`src/rtl/fl_judge.sv`:
```
// Per-core delta judge. It keeps the last counter seen for each core plus a
// valid bit. It accepts a frame whose counter advanced by exactly DELTA
// (modulo 2^CNT_W), and it tracks lock, anomaly and the totals.
// Assumes frm_valid pulses for one cycle per well-formed frame.
module fl_judge #(
    parameter int NUM_CORES = 49,
    parameter int CNT_W     = 32,
    parameter int X_W       = 24,
    parameter int DELTA     = 49,
    parameter int STAT_W    = 32
) (
    input  logic              clk,
    input  logic              rst_n,
    input  logic              frm_valid,
    input  logic [7:0]        frm_core,
    input  logic [CNT_W-1:0]  frm_cnt,
    input  logic [X_W-1:0]    frm_x,
    output logic              acc_stb,
    output logic [7:0]        acc_core,
    output logic [CNT_W-1:0]  acc_cnt,
    output logic [X_W-1:0]    acc_x,
    output logic              rej_stb,
    output logic              locked,
    output logic              anomaly,
    output logic [STAT_W-1:0] acc_total,
    output logic [STAT_W-1:0] rej_total
);
    localparam int               ID_W    = $clog2(NUM_CORES);
    localparam logic [7:0]       NCORE_B = 8'(NUM_CORES);
    localparam logic [CNT_W-1:0] DELTA_C = CNT_W'(DELTA);

    logic [CNT_W-1:0]     last_cnt [NUM_CORES];
    logic [NUM_CORES-1:0] seen;
    logic                 prev_acc;
    logic                 id_ok;
    logic [ID_W-1:0]      cidx;
    logic [CNT_W-1:0]     prev_cnt;
    logic [CNT_W-1:0]     delta;
    logic                 hit;

    // Verdict for the frame now presented.
    always_comb begin
        id_ok    = frm_core < NCORE_B;
        cidx     = frm_core[ID_W-1:0];
        prev_cnt = id_ok ? last_cnt[cidx] : '0;
        delta    = frm_cnt - prev_cnt;
        hit      = id_ok && seen[cidx] && (delta == DELTA_C);
    end

    // One stored counter per core, replaced by every well-formed frame.
    for (genvar g = 0; g < NUM_CORES; g++) begin : g_core
        always_ff @(posedge clk) begin
            if (frm_valid && id_ok && cidx == ID_W'(g))
                last_cnt[g] <= frm_cnt;
        end
    end

    // Valid bits, strobes, lock, anomaly and totals.
    always_ff @(posedge clk) begin
        if (!rst_n) begin
            seen      <= '0;
            prev_acc  <= 1'b0;
            acc_stb   <= 1'b0;
            rej_stb   <= 1'b0;
            locked    <= 1'b0;
            anomaly   <= 1'b0;
            acc_total <= '0;
            rej_total <= '0;
        end else begin
            acc_stb <= 1'b0;
            rej_stb <= 1'b0;
            if (frm_valid) begin
                if (id_ok)
                    seen[cidx] <= 1'b1;
                if (hit) begin
                    acc_stb   <= 1'b1;
                    acc_total <= acc_total + 1'b1;
                    prev_acc  <= 1'b1;
                    if (prev_acc)
                        locked <= 1'b1;
                end else begin
                    rej_stb   <= 1'b1;
                    rej_total <= rej_total + 1'b1;
                    prev_acc  <= 1'b0;
                    if (locked)
                        anomaly <= 1'b1;
                end
            end
        end
    end

    // Field capture of the accepted frame.
    always_ff @(posedge clk) begin
        if (frm_valid && hit) begin
            acc_core <= frm_core;
            acc_cnt  <= frm_cnt;
            acc_x    <= frm_x;
        end
    end
endmodule

```
`config.mk`:
```
export PLATFORM = sky130hd
export DESIGN_NAME = fl_judge
export DESIGN_NICKNAME = d
export VERILOG_FILES = /design/src/rtl/fl_judge.sv
export SDC_FILE = /design/constraint.sdc
export NUM_CORES = 2
export LEC_CHECK = 0
export BUFFER_PORTS_ARGS = -buffer_cell sky130_fd_sc_hd__buf_2
export CAP_MARGIN = 20
export CORE_ASPECT_RATIO = 1.75
export CORE_MARGIN = 8
export CORE_UTILIZATION = 60
export DETAILED_ROUTE_END_ITERATION = 8
export HOLD_SLACK_MARGIN = 0.12
export PLACE_DENSITY = 0.74
export SYNTH_ARGS = -nofsm -noshare
export SYNTH_HDL_FRONTEND = slang
export SYNTH_SLANG_ARGS = --single-unit
```
`constraint.sdc`:
```
create_clock -name clk -period 12.1 [get_ports clk]
set_input_delay 2.42 -clock clk [delete_from_list [all_inputs] [get_ports clk]]
set_output_delay 2.42 -clock clk [all_outputs]
set_load 0.05 [all_outputs]
```
==> flow_summary.json <==
{
  "synth_top_area_share_pct": 70.7,
  "r2r_end": "acc_cnt[1]",
  "rows": 165,
  "crit_cells": 18,
  "cp_data_required_time_ns": 12.51,
  "drc": 0,
  "ys_warn_count": 0,
  "post-dp-hpwl_um": 108000,
  "path_max_fanout": 132,
  "via_per_inst": 6.99,
  "slew_viol_final": 0,
  "antenna_found_initial": 4,
  "place_ws_ns": 2.15,
  "core-area_um2": 115000,
  "path_clk_slew_ns": 0.07,
  "globalRouteOverflowTotal": 0,
  "yosys-top-cells-area": "edfxtp_1 71%, mux4_2 16%, dfxtp_1 3.4%",
  "finalSetupViolations": 0,
  "grt_use_total_pct": 30.6,
  "maxCapViolations": 0,
  "path_common_cell": "mux4_2",
  "peakVddDrop_v": 0.000138,
  "detail-route-antenna-nets": 0,
  "postCtsSetupBuffers": 0,
  "worst_slew_pin_slew_ns": 1.09,
  "relSlewSlack_pct": 27.4,
  "layout_setup_ws_ns": 2.94,
  "synthCells": 3387,
  "io_pins": 199,
  "cts_buffer_depth": 3,
  "finalNonFillerCells": 5273,
  "p_per_area_nw_per_um2": 158,
  "ys_ff_latch": 1750,
  "grt.busiest_layer": "met2",
  "hold_viol_final": 0,
  "synth_edf_count": 1632,
  "clock-root-buffer": "clkbuf_16",
  "yosysMostFrequentCell": "edfxtp_1",
  "drive_gt1_share_pct": 29.1,
  "wirelength_um": 194000,
  "syn_area_um2": 69300,
  "die_h_um": 466,
  "syn_avg_cell_area_um2": 20.5,
  "syn-num-nets": 3488,
  "grt_use_met2_pct": 52.2,
  "clock-sinks": 1750,
  "hold_buffers": 0,
  "placedCellCount": 5002,
  "endpoint_kind": "flop",
  "critPathLaunchType": "primary input",
  "gp_congestion": 0.945,
  "r2r_cells": 16,
  "drt_pass1_iterations": 6,
  "path_delay_family": "compound AO/OA/AOI/OAI gates",
  "run_status": "completed",
  "grt_pass1_wl_um": 274000,
  "syn2layout_area_growth_pct": 11.9,
  "max_stage_delay_ns": 0.80,
  "grt_max_degree": 133,
  "cp_slowest_cell": "and2_4",
  "finClkSkew_ns": 0.0298,
  "finalSetupTns_ns": 0,
  "wl_per_cell_um": 36.8,
  "initial_core_util_pct": 60.3,
  "die_area_um2": 127000,
  "cts_buffers": 147,
  "critical_path_buf_inv_count": 3,
  "hp-class": "reg2reg",
  "io_buffers": 198,
  "fp.dieW_um": 273,
  "synth_top_area_cell": "edfxtp_1",
  "cp-endpoint": "acc_cnt[1]",
  "cp_cell_sequence": "buf_8, buf_12, mux4_2, mux4_2, mux4_2, nand2_1, ha_1, o211a_1, o31ai_1, a211oi_1, o21ai_0, o21ai_0, xor2_1, a211oi_2, nand3b_1, nor4b_2, buf_4, and2_4",
  "worstPathArrival_ns": 9.56,
  "yosys-top-cells-count": "1632 x edfxtp_1, 506 x mux4_2, 201 x nor2_1",
  "cts_resized": 0,
  "crit-reg2reg-launch": "last_cnt[39][10]",
  "r2r_setup_slack_ns": 5.58,
  "fmax_ghz": 0.109,
  "worstSetupPathType": "in2reg",
  "fin_nets": 3749,
  "async_flop_share_pct": 0,
  "grt_pass1_vias": 37800,
  "synth_ff_type": "edfxtp_1",
  "cts_tree": "yes",
  "drt_iter0_markers": 5184,
  "total_leakage_power_nw": 24.8,
  "period_needed_ns": 9.16,
  "use_met1_pct": 36.9,
  "rsz0062_at_grt": "false",
  "period_share_pct": 75.7,
  "num_vias": 36800,
  "worstSetupStartpoint": "frm_core[1]",
  "synthDistinctLibCells": 79,
  "clkLatencyLatePin_ns": 0.80,
  "yosysSeqAreaShare_pct": 74.1,
  "met3_usage_pct": 5.92,
  "h-tree-depth": 4
}
cells in the final DEF (no fill, tap or decap), types with 9 or more instances in the layout:
cell / count
a21o_1: 14
bufinv_16: 20
o211ai_1: 9
clkinv_2: 23
clkbuf_16: 148
nand2_1: 141
or4_1: 13
buf_12: 9
and3_1: 22
clkinvlp_4: 10
o21ai_0: 29
buf_4: 89
xnor2_1: 9
inv_1: 23
o21a_1: 16
nand4_1: 32
dfxtp_1: 118
nand2b_1: 38
mux2i_1: 55
a21oi_1: 54
nand3_1: 41
o31ai_1: 15
nor2_1: 153
and4_1: 10
mux4_2: 506
nor2_4: 48
nor2b_1: 10
ha_1: 33
clkinv_1: 21
and2_1: 13
edfxtp_1: 1632
clkbuf_1: 26
nor3_1: 19
or3_1: 10
a211oi_1: 13
buf_2: 194
where the power goes:
part / internal, mW / switching [mW] / total (mW)
registers: 6.61 / 0.00335 / 6.62
clock network: 2.73 / 2.21 / 4.93
logic: 0.267 / 0.426 / 0.692
total: 9.61 / 2.64 / 12.2
worst register-to-register path, stage by stage (launching register included):
cell and delay (ns):
edfxtp_1 0.41, mux4_2 0.49, mux4_2 0.54, mux4_2 0.54, nand2_1 0.10, ha_1 0.31, a21oi_1 0.39, o21ai_0 0.30
a21o_1 0.27, o21ai_0 0.40, o21ai_0 0.18, xor2_1 0.17, a211oi_2 0.43, nand3b_1 0.19, nor4b_2 0.31, buf_4 0.23
and2_4 0.80
kinds of logic after synthesis:
| group | share of synthesized area (%) |
|---|---|
| AOI/OAI and AO/OA | 2.27 |
| xor gates and xnor gates | 0.202 |
| adders and majority gates | 0.625 |
| buffers and inverters | 1.32 |
| DFF | 74.1 |
| muxes | 17.3 |
| and+or+nand+nor | 4.18 |
per-layer routing:
layer / routed length, µm / share of wire [%]
met5: 14 / 0.0072
met2: 100000 / 52
met1: 63100 / 33
met4: 11900 / 6.1
met3: 19000 / 9.8
sequential cells by signal, indices dropped and copies added, names as in the netlist, 8 cells and up:
name,cells
acc_total,32
acc_core,8
last_cnt,1568
rej_total,32
acc_cnt,32
acc_x,24
seen,49
area by class of cell:
type                       instances  area [µm²]
antenna                            3        7.51
clock buffer                     177        3840
clock inverter                    91        1130
fill                            7040       37400
inverter                          25        98.8
multi-input combinational       1429       17400
sequential                      1750       51400
tap                             1503        1880
timing repair buffer             295        1860
per-stage QoR:
| stage | area [µm²] | hold slack (ns) | utilization [%] | power (mW) |
|---|---|---|---|---|
| 6_report | 77600 | 0.445 | 67.5 | 12.2 |
| 5_1_grt | 77600 | 0.471 | 67.5 | 12.5 |
| 4_1_cts | 77600 | 0.449 | 67.5 | 12.3 |
| 3_5_place_dp | 72600 | 0.439 | 63.1 | 7.43 |
| 3_3_place_gp | 72600 | 0.433 | 63.1 | 7.42 |
| 2_1_floorplan | 69300 | 0.431 | - | 7.16 |
how the worst min path moves through the flow:
stage	slack [ns]	to	from	cells after the start
final	0.45	anomaly	anomaly	2
after detailed placement	0.44	anomaly	anomaly	2
after global placement	0.43	anomaly	anomaly	2
after global routing	0.47	anomaly	anomaly	2
after CTS	0.45	anomaly	anomaly	2
after floorplan	0.43	locked	prev_acc	2
Power figures use the tool's default switching activity.
